==> src/rtl/post_pkg.sv <==
package post_pkg;

    localparam int NUM_TESTS = 4;
    localparam int IDX_W     = $clog2(NUM_TESTS);

    localparam logic [IDX_W-1:0] IDX_RAM = 2'd0;
    localparam logic [IDX_W-1:0] IDX_ROM = 2'd1;
    localparam logic [IDX_W-1:0] IDX_SIO = 2'd2;
    localparam logic [IDX_W-1:0] IDX_CNT = 2'd3;

    localparam int CODE_NONE      = 0;
    localparam int CODE_RAM       = 1;
    localparam int CODE_ROM_PLACE = 2;
    localparam int CODE_ROM_SUM   = 3;
    localparam int CODE_SIO       = 4;
    localparam int CODE_CNT_RST   = 5;
    localparam int CODE_CNT_COUNT = 6;

    typedef enum logic [3:0] {
        ST_IDLE,
        ST_DISP_CLR,
        ST_RAM_GO,
        ST_RAM_WAIT,
        ST_ROM_GO,
        ST_ROM_WAIT,
        ST_SET_RATIO,
        ST_SIO_GO,
        ST_SIO_WAIT,
        ST_CNT_GO,
        ST_CNT_WAIT,
        ST_PASS,
        ST_FAIL
    } post_state_t;

endpackage

==> src/rtl/post_trigger.sv <==
// Merges the three ways a run can be requested. The power-on request is
// pending out of reset and is consumed by the first accepted run.
module post_trigger (
    input  logic clk,
    input  logic rst_n,
    input  logic panel_req,
    input  logic bus_req,
    input  logic accept,
    output logic start_req
);

    logic pon_pending_q;

    always_ff @(posedge clk or negedge rst_n) begin
        if (!rst_n) begin
            pon_pending_q <= 1'b1;
        end else if (accept) begin
            pon_pending_q <= 1'b0;
        end
    end

    assign start_req = pon_pending_q | panel_req | bus_req;

    // the automatic request is gone once any run has been accepted
    assert_pon_consumed_R1: assert property (@(posedge clk) disable iff (!rst_n)
        accept |=> !pon_pending_q);

endmodule

==> src/rtl/post_errmap.sv <==
// Maps the failing step and its failure kind to the display error code.
module post_errmap
    import post_pkg::*;
#(
    parameter int ERR_W = 4
) (
    input  logic [IDX_W-1:0] step_idx,
    input  logic             fail_kind,
    output logic [ERR_W-1:0] code
);

    always_comb begin
        unique case (step_idx)
            IDX_RAM: code = ERR_W'(CODE_RAM);
            IDX_ROM: code = fail_kind ? ERR_W'(CODE_ROM_SUM) : ERR_W'(CODE_ROM_PLACE);
            IDX_SIO: code = ERR_W'(CODE_SIO);
            IDX_CNT: code = fail_kind ? ERR_W'(CODE_CNT_COUNT) : ERR_W'(CODE_CNT_RST);
            default: code = ERR_W'(CODE_NONE);
        endcase
    end

    // every step maps to a nonzero code
    always_comb begin
        assert_code_nonzero_R6: assert (code != '0 || $isunknown(step_idx));
    end

endmodule

==> src/rtl/post_sequencer.sv <==
module post_sequencer
    import post_pkg::*;
#(
    parameter int ERR_W = 4
) (
    input  logic                 clk,
    input  logic                 rst_n,
    input  logic                 panel_req,
    input  logic                 bus_req,
    input  logic [NUM_TESTS-1:0] test_done,
    input  logic [NUM_TESTS-1:0] test_pass,
    input  logic [NUM_TESTS-1:0] test_kind,
    output logic [NUM_TESTS-1:0] test_start,
    output logic                 disp_reset,
    output logic                 ratio_mode,
    output logic                 busy,
    output logic                 post_pass,
    output logic [ERR_W-1:0]     err_code
);

    post_state_t      st_q, st_nxt;
    logic             start_req;
    logic             accept;
    logic             in_wait;
    logic [IDX_W-1:0] wait_idx;
    logic             step_done;
    logic             step_ok;
    logic             step_fail;
    logic [ERR_W-1:0] map_code;
    logic [ERR_W-1:0] err_q;
    logic             ratio_q;

    post_trigger u_trigger (
        .clk       (clk),
        .rst_n     (rst_n),
        .panel_req (panel_req),
        .bus_req   (bus_req),
        .accept    (accept),
        .start_req (start_req)
    );

    // Which engine the current wait state listens to
    always_comb begin
        in_wait  = 1'b1;
        wait_idx = IDX_RAM;
        unique case (st_q)
            ST_RAM_WAIT: wait_idx = IDX_RAM;
            ST_ROM_WAIT: wait_idx = IDX_ROM;
            ST_SIO_WAIT: wait_idx = IDX_SIO;
            ST_CNT_WAIT: wait_idx = IDX_CNT;
            default:     in_wait  = 1'b0;
        endcase
    end

    assign step_done = in_wait && test_done[wait_idx];
    assign step_ok   = step_done && test_pass[wait_idx];
    assign step_fail = step_done && !test_pass[wait_idx];

    post_errmap #(.ERR_W(ERR_W)) u_errmap (
        .step_idx  (wait_idx),
        .fail_kind (test_kind[wait_idx]),
        .code      (map_code)
    );

    // State register
    always_ff @(posedge clk or negedge rst_n) begin
        if (!rst_n) begin
            st_q <= ST_IDLE;
        end else begin
            st_q <= st_nxt;
        end
    end

    // Next-state logic
    always_comb begin
        st_nxt = st_q;
        unique case (st_q)
            ST_IDLE, ST_PASS, ST_FAIL: begin
                if (start_req) st_nxt = ST_DISP_CLR;
            end
            ST_DISP_CLR:  st_nxt = ST_RAM_GO;
            ST_RAM_GO:    st_nxt = ST_RAM_WAIT;
            ST_RAM_WAIT: begin
                if (step_ok)        st_nxt = ST_ROM_GO;
                else if (step_fail) st_nxt = ST_FAIL;
            end
            ST_ROM_GO:    st_nxt = ST_ROM_WAIT;
            ST_ROM_WAIT: begin
                if (step_ok)        st_nxt = ST_SET_RATIO;
                else if (step_fail) st_nxt = ST_FAIL;
            end
            ST_SET_RATIO: st_nxt = ST_SIO_GO;
            ST_SIO_GO:    st_nxt = ST_SIO_WAIT;
            ST_SIO_WAIT: begin
                if (step_ok)        st_nxt = ST_CNT_GO;
                else if (step_fail) st_nxt = ST_FAIL;
            end
            ST_CNT_GO:    st_nxt = ST_CNT_WAIT;
            ST_CNT_WAIT: begin
                if (step_ok)        st_nxt = ST_PASS;
                else if (step_fail) st_nxt = ST_FAIL;
            end
            default:      st_nxt = ST_IDLE;
        endcase
    end

    // Moore outputs decoded from the state
    always_comb begin
        test_start = '0;
        disp_reset = 1'b0;
        busy       = 1'b1;
        post_pass  = 1'b0;
        unique case (st_q)
            ST_IDLE:     busy = 1'b0;
            ST_FAIL:     busy = 1'b0;
            ST_PASS: begin
                busy      = 1'b0;
                post_pass = 1'b1;
            end
            ST_DISP_CLR: disp_reset          = 1'b1;
            ST_RAM_GO:   test_start[IDX_RAM] = 1'b1;
            ST_ROM_GO:   test_start[IDX_ROM] = 1'b1;
            ST_SIO_GO:   test_start[IDX_SIO] = 1'b1;
            ST_CNT_GO:   test_start[IDX_CNT] = 1'b1;
            default:     ;
        endcase
    end

    assign accept = start_req && !busy;

    // Result and gating registers
    always_ff @(posedge clk or negedge rst_n) begin
        if (!rst_n) begin
            err_q   <= '0;
            ratio_q <= 1'b0;
        end else begin
            if (accept) begin
                err_q <= '0;
            end else if (step_fail) begin
                err_q <= map_code;
            end
            if (accept) begin
                ratio_q <= 1'b0;
            end else if (st_q == ST_SET_RATIO) begin
                ratio_q <= 1'b1;
            end
        end
    end

    assign err_code   = err_q;
    assign ratio_mode = ratio_q;

    // one start line at a time, one cycle wide
    assert_start_onehot_R3: assert property (@(posedge clk) disable iff (!rst_n)
        $onehot0(test_start));
    assert_start_single_R3: assert property (@(posedge clk) disable iff (!rst_n)
        (|test_start) |=> (test_start == '0));
    // each step follows a passing previous step
    assert_rom_after_ram_R3: assert property (@(posedge clk) disable iff (!rst_n)
        test_start[IDX_ROM] |-> $past(test_done[IDX_RAM] && test_pass[IDX_RAM]));
    assert_sio_after_rom_R3: assert property (@(posedge clk) disable iff (!rst_n)
        test_start[IDX_SIO] |-> $past(test_done[IDX_ROM] && test_pass[IDX_ROM], 2));
    assert_cnt_after_sio_R3: assert property (@(posedge clk) disable iff (!rst_n)
        test_start[IDX_CNT] |-> $past(test_done[IDX_SIO] && test_pass[IDX_SIO]));
    // display pulse is one cycle and leads to the RAM start
    assert_disp_then_ram_R2: assert property (@(posedge clk) disable iff (!rst_n)
        disp_reset |=> (test_start[IDX_RAM] && !disp_reset));
    // gating is in ratio mode whenever the later tests start
    assert_ratio_gate_R4: assert property (@(posedge clk) disable iff (!rst_n)
        (test_start[IDX_SIO] || test_start[IDX_CNT]) |-> ratio_mode);
    // a pass carries no error code
    assert_pass_clean_R7: assert property (@(posedge clk) disable iff (!rst_n)
        post_pass |-> (err_code == '0));
    // a run that ends without passing holds a code
    assert_fail_code_R6: assert property (@(posedge clk) disable iff (!rst_n)
        ($fell(busy) && !post_pass) |-> (err_code != '0));
    // a request while busy never restarts the display pulse
    assert_ignore_busy_R9: assert property (@(posedge clk) disable iff (!rst_n)
        (busy && (panel_req || bus_req)) |=> !disp_reset);

endmodule

==> config.mk <==
export PLATFORM = sky130hd
export DESIGN_NAME = post_sequencer
export DESIGN_NICKNAME = d
export VERILOG_FILES = /design/src/rtl/post_pkg.sv /design/src/rtl/post_trigger.sv /design/src/rtl/post_errmap.sv /design/src/rtl/post_sequencer.sv
export SDC_FILE = /design/constraint.sdc
export NUM_CORES = 1
export LEC_CHECK = 0
export ABC_AREA = 1
export BUFFER_PORTS_ARGS = -buffer_cell sky130_fd_sc_hd__buf_2
export CAP_MARGIN = 20
export CORE_AREA = 2 2 46 44
export DETAILED_ROUTE_END_ITERATION = 7
export DIE_AREA = 0 0 48 46
export PLACE_DENSITY = 0.78
export SETUP_SLACK_MARGIN = 0.1
export SYNTH_ARGS = -nofsm -noshare
export SYNTH_HDL_FRONTEND = slang
export SYNTH_SLANG_ARGS = --single-unit
==> constraint.sdc <==
create_clock -name clk -period 2.28 [get_ports clk]
set_clock_uncertainty 0.2 [all_clocks]
set_input_delay 0.342 -clock clk [delete_from_list [all_inputs] [get_ports clk]]
set_output_delay 0.342 -clock clk [all_outputs]
set_load 0.02 [all_outputs]
-- Word-level counts from Yosys, hierarchy flattened
Cells that the tools add are included.
- bits in registers: 10
- input port bits: 16
- output and inout port bits: 12
- word-level logic and storage cells: 63
- magnitude comparators: 1
- equality and inequality tests: 16
- mux-type cells: 29
- bitwise operators: 2
- reductions and logical operators: 11
- operators with widths (operator ; count):
    one-hot mux 4 bit (11 select lines) ; 1
    two-way mux 4 bit ; 8
    == test 4 bit (second input constant) ; 5
    == test 4 x 3 -> 1 bit (second input constant) ; 4
    one-hot mux 4 bit (4 select lines) ; 1
    two-way mux 1 bit ; 14
    == test 4 x 2 -> 1 bit (second input constant) ; 2
    binary-select mux 1 bit (select 2 bit) ; 3
    one-hot mux 2 bit (3 select lines) ; 1
    == test 2 bit (second input constant) ; 2
    == test 4 x 1 -> 1 bit (second input constant) ; 1
    logical AND 1 bit ; 4
    zero test 4 bit ; 1
    nonzero test 2 bit ; 2
    OR reduction 4 bit ; 1
    < comparator 2 x 3 -> 1 bit (second input constant) ; 1
    OR reduction 3 bit ; 1
    == test 2 x 1 -> 1 bit (second input constant) ; 1
    zero test 2 bit ; 1
    two-way mux 2 bit ; 1
    inequality test 2 x 1 -> 1 bit (second input constant) ; 1
    bitwise OR 1 bit ; 2
    zero test 1 bit ; 1

-- Longest topological paths before layout
- depth after elaboration: 9
- gate-level depth with buffers: 12
- gate-level depth less buffers: 12

-- Hierarchy
A second synthesis with hierarchy kept.
- cells, all modules: 134
- area total of the unflattened synthesis: 924.6 um^2
- modules (own cells, without submodules) (module ; instances ; cells each ; area each (um^2) ; sequential area each (um^2)):
    post_sequencer ; 1 ; 118 ; 825.8 ; 225.2
    post_errmap ; 1 ; 11 ; 55.1 ; 0.0
    post_trigger ; 1 ; 5 ; 43.8 ; 26.3

-- Least setup slack after synthesis
Ideal clock, no wire load.
- path kind: reg2reg
- start: reg st_q[3]
- end: reg err_q[2], in the netlist err_code[2]
- library setup time: 0.126 ns
- arrival: 1.428 ns
- required time: 1.954 ns
- path slack: 0.526 ns
- stages on the path, launching flop included: 13
- buffers on the path: 0
- period minus slack after synthesis: 1.754 ns
- cells stage by stage: dfrtp_1 > inv_2 > nand2_1 > nor2_4 > nand2_1 > nand2_1 > inv_1 > nand2_2 > nand2_2 > nor2_4 > inv_2 > nand3_1 > o21ai_1
- word-level cells in the longest chain between the ends: 7
- elaborated cells on any way between the ends: 27
- those cells by class: eq/ne (9); mux (9); reduce/logical (9)
- RTL lines (item ; line ; RTL):
    start: declaration ; post_sequencer.sv:21 ; post_state_t st_q, st_nxt;
    start signal: assignment ; post_sequencer.sv:70 ; st_q <= st_nxt;
    branches (longest 7 deep; another with == test 4 bit) ; n/a ;
    end signal: assignment ; post_sequencer.sv:140 ; err_q <= map_code;
    end: declaration ; post_sequencer.sv:30 ; logic [ERR_W-1:0] err_q;
Several ways; the timed one is not identified. The select of a mux whose other input is x is not followed.
A chain may end at the register's enable or synchronous reset.

-- Worst setup path in the final report
- start: reg st_q[1]
- end: reg err_q[1], in the netlist err_code[1]
- word-level cells in the longest chain between the ends: 8
- elaborated cells on any way between the ends: 30
- those cells by class: eq/ne (9); mux (12); reduce/logical (9)
- RTL lines (item ; line ; RTL):
    == test 4 bit / == test 4 x 3 -> 1 bit (equally long branches) ; post_sequencer.sv:46 ; unique case (st_q)
    one-hot mux 2 bit (3 select lines) ; post_sequencer.sv:46 ;
    binary-select mux 1 bit (select 2 bit) ; post_sequencer.sv:61 ; .fail_kind (test_kind[wait_idx]),
    two-way mux 1 bit (not written as such) ; post_sequencer.sv:61 ;
    two-way mux 2 bit ; post_errmap.sv:17 ; IDX_CNT: code = fail_kind ? ERR_W'(CODE_CNT_COUNT) : ERR_W'(CODE_CNT_RST);
    one-hot mux 4 bit (4 select lines) ; post_errmap.sv:13 ; unique case (step_idx)
    two-way mux 4 bit ; post_sequencer.sv:139 ; end else if (step_fail) begin
    two-way mux 4 bit ; post_sequencer.sv:137 ; if (accept) begin
Several ways; a longest one is shown, not always the timed one. The select of a mux whose other input is x is not followed.

==> metrics <==
status finished, final reports clean; pwr dens 1207 mW/mm²; commonest non-fill, non-tap cell in the layout nand2_1; P&R area growth vs syn 24.09%; share of layout cells above drive strength 1 0.2722; Reg2Reg Launch Point st_q[1]; Nets 175; Die H 46 µm; critical path arrival 1.96 ns; wire per inst 10.63 µm; flop2flop setup slack 0.27 ns; CTS max path bufs 2; syn nets 144; cell area after placement 943.4 µm²; Critical Path RT 2.23 ns; largest net degree at the start of global routing 10; Post-Syn Area 789.5 µm²; Chip Width 48 µm; NetSw 656.7 µW; vias in the first global route 761; DRC errors left 0; Post-DP HPWL 1604 µm; minimum clock period 2.013 ns; top-level port count 28; delay-heaviest family, CP simple AND/OR/NAND/NOR gates; clock buffer count from CTS 3; capturing point of the worst reg2reg path err_code[1]; Buffers & Inverters on Critical Path 2; FF+latch count, synth 9; clk_lat worst skew 0.26 ns; crit share post-route 0.8827; post-route setup slack 0.2673 ns; critical path's largest stage delay 0.47 ns; Post-Place Worst Slack 0.3123 ns; post-route cell area 979.7 µm²; average size of a mapped cell 6.168 µm²; core footprint 0.001783 mm²; Final Hold Fails 0; CTS tree built; overall routing resource usage 0.2003; Critical Path Start st_q[1]; GRT Residual Overflow 0; Critical Path Source Type flop; final wirelength 1945 µm; DRT iter0 DRCs 21; post-DR vias/cell 5.022; LEAKAGE 0.0005738 µW; R2R depth 11; via count 919; Yosys warnings 0; final setup fails 0; Int Pwr 526.1 µW; area of the multi-input gates 469.2 µm²; CP Class reg -> reg; Critical Path Fanout Max 6; Hold Crit Class in -> reg; Root Buffer clkbuf_4; n_diodes 0; Synth top area share 0.2536; final RePlAce weighted congestion 0.8945; Crit. End Element flop; total number of H-tree levels 1; die area 0.002208 mm²; Logic pwr share 0.644; antenna-violating nets left 0; Std-Cell Rows 15; Crit path depth 11; register area 226.5 µm²; Yosys top cell by area dfrtp_1; first-pass GRT wire length 3215 µm; setup tns final 0 ns; Cells after Synth 128; starting density of the core 0.4428; sequential area share after synthesis 0.2868; antenna violations before repair 0; Peak Freq 0.4969 GHz; drt pass-1 iters 4; ranking of synthesized cells by area dfrtp_1 (25%), nand2_1 (17%), inv_1 (9.5%); Reg clk slew, reported paths 0.06 ns; Sw Ratio 0.5552; Cell Chain, Critical Path inv_1, nor2_1, nand2_1, nand3b_1, nand2_1, nand2_2, nand2_2, nor2_4, inv_2, nand3_1, o21ai_1; most frequent cells in the layout nand2_1 (36), buf_2 (26), inv_1 (20); Fillers 180; power share of the sequential group 0.248; MaxCap Viol Count 0; Max Slew Vio Count 0; clock share of power 0.108; IO buf count 26; CP endpoint err_code[1]; RSZ-0062 raised after global routing no; clk sinks 9; Crit-path slowest cell dfrtp_1; worst hold margin 0.2294 ns; Distinct cells, synth 24; post-cts sizing count 0; maximum vdd drop 712.6 µV
final cells by class:
class / count / share of cell area
flip-flops and latches: 9 / 0.2312
multi-input cells: 95 / 0.4789
clock buffers: 4 / 0.02682
inverters: 23 / 0.08812
well taps: 25 / 0.03193
repair buffers: 27 / 0.1430
metrics by stage:
stage	utilization	total power (µW)	instances
floorplan	-	853.6	128
global placement	0.5291	1034	178
detailed placement	0.5291	1048	178
CTS	0.5495	1176	183
global route	0.5495	1298	183
finish	0.5495	1183	183
worst min path at each step:
stage / from / end / cells past startpoint / slack (ns)
after floorplan: rst_n / err_code[0] / 0 / -0.15
after global routing: u_trigger.pon_pending_q / u_trigger.pon_pending_q / 2 / 0.27
after global placement: rst_n / ratio_mode / 1 / 0.0002
after CTS: test_kind[3] / err_code[1] / 3 / 0.23
after detailed placement: rst_n / st_q[3] / 1 / 0.006
final: test_kind[3] / err_code[1] / 3 / 0.23
repair_timing:
action / in CTS / in global routing
endpoints found under the hold margin: 9 / 0
hold buffers: 1 / 0
endpoints found under the setup margin: 0 / 0
buffers inserted: 0 / 0
kinds of logic (layout without fill, tap and decap cells):
group,count (synthesis),count (layout),share of synthesized area
simple gates,79,79,0.4723
buf+inv,24,54,0.1189
compound gates,15,15,0.1173
flops,9,9,0.2868
other cells,1,1,0.004750
sequential cells by signal, summed over array words and instances (netlist names):
name                     cells
u_trigger.pon_pending_q      1
st_q                         4
err_code                     3
ratio_mode                   1
per-layer routing:
layer | track usage | vias to the layer above | wire (µm)
met5 | 0 | - | 0
met4 | 0.07027 | 0 | 40
met3 | 0.01190 | 4 | 126
met2 | 0.3040 | 37 | 889
met1 | 0.2945 | 410 | 889
li1 | - | 468 | -
synthesized netlist by cell type:
master     n
inv_2      3
nand2_1   36
conb_1     1
o21ai_1    3
buf_4      1
nor3_1     1
a211oi_1   2
o211ai_1   2
inv_1     20
nand3_2    1
nor2_1    15
o21bai_1   1
dfstp_2    1
o21ai_0    4
dfrtp_1    8
nand2_2    3
nor2_2     1
nor2_4     4
a21oi_2    1
nand3_1   15
nand4_1    1
a21oi_1    1
nand3b_1   2
o22ai_1    1
worst register-to-register path, cell delays in order (launching register included):
cell and delay [ns]:
dfrtp_1 0.47, inv_1 0.12, nor2_1 0.21, nand2_1 0.20, nand3b_1 0.13, nand2_1 0.07
nand2_2 0.11, nand2_2 0.11, nor2_4 0.11, inv_2 0.06, nand3_1 0.06, o21ai_1 0.06
power groups by stage:
stage,logic [µW],clock network (µW),registers [µW]
6_report,761,128,294
5_1_grt,861,136,300
4_1_cts,760,126,291
3_5_place_dp,756,0,292
3_3_place_gp,745,0,289
2_1_floorplan,549,0,304
(Power assumes the default switching activity.)
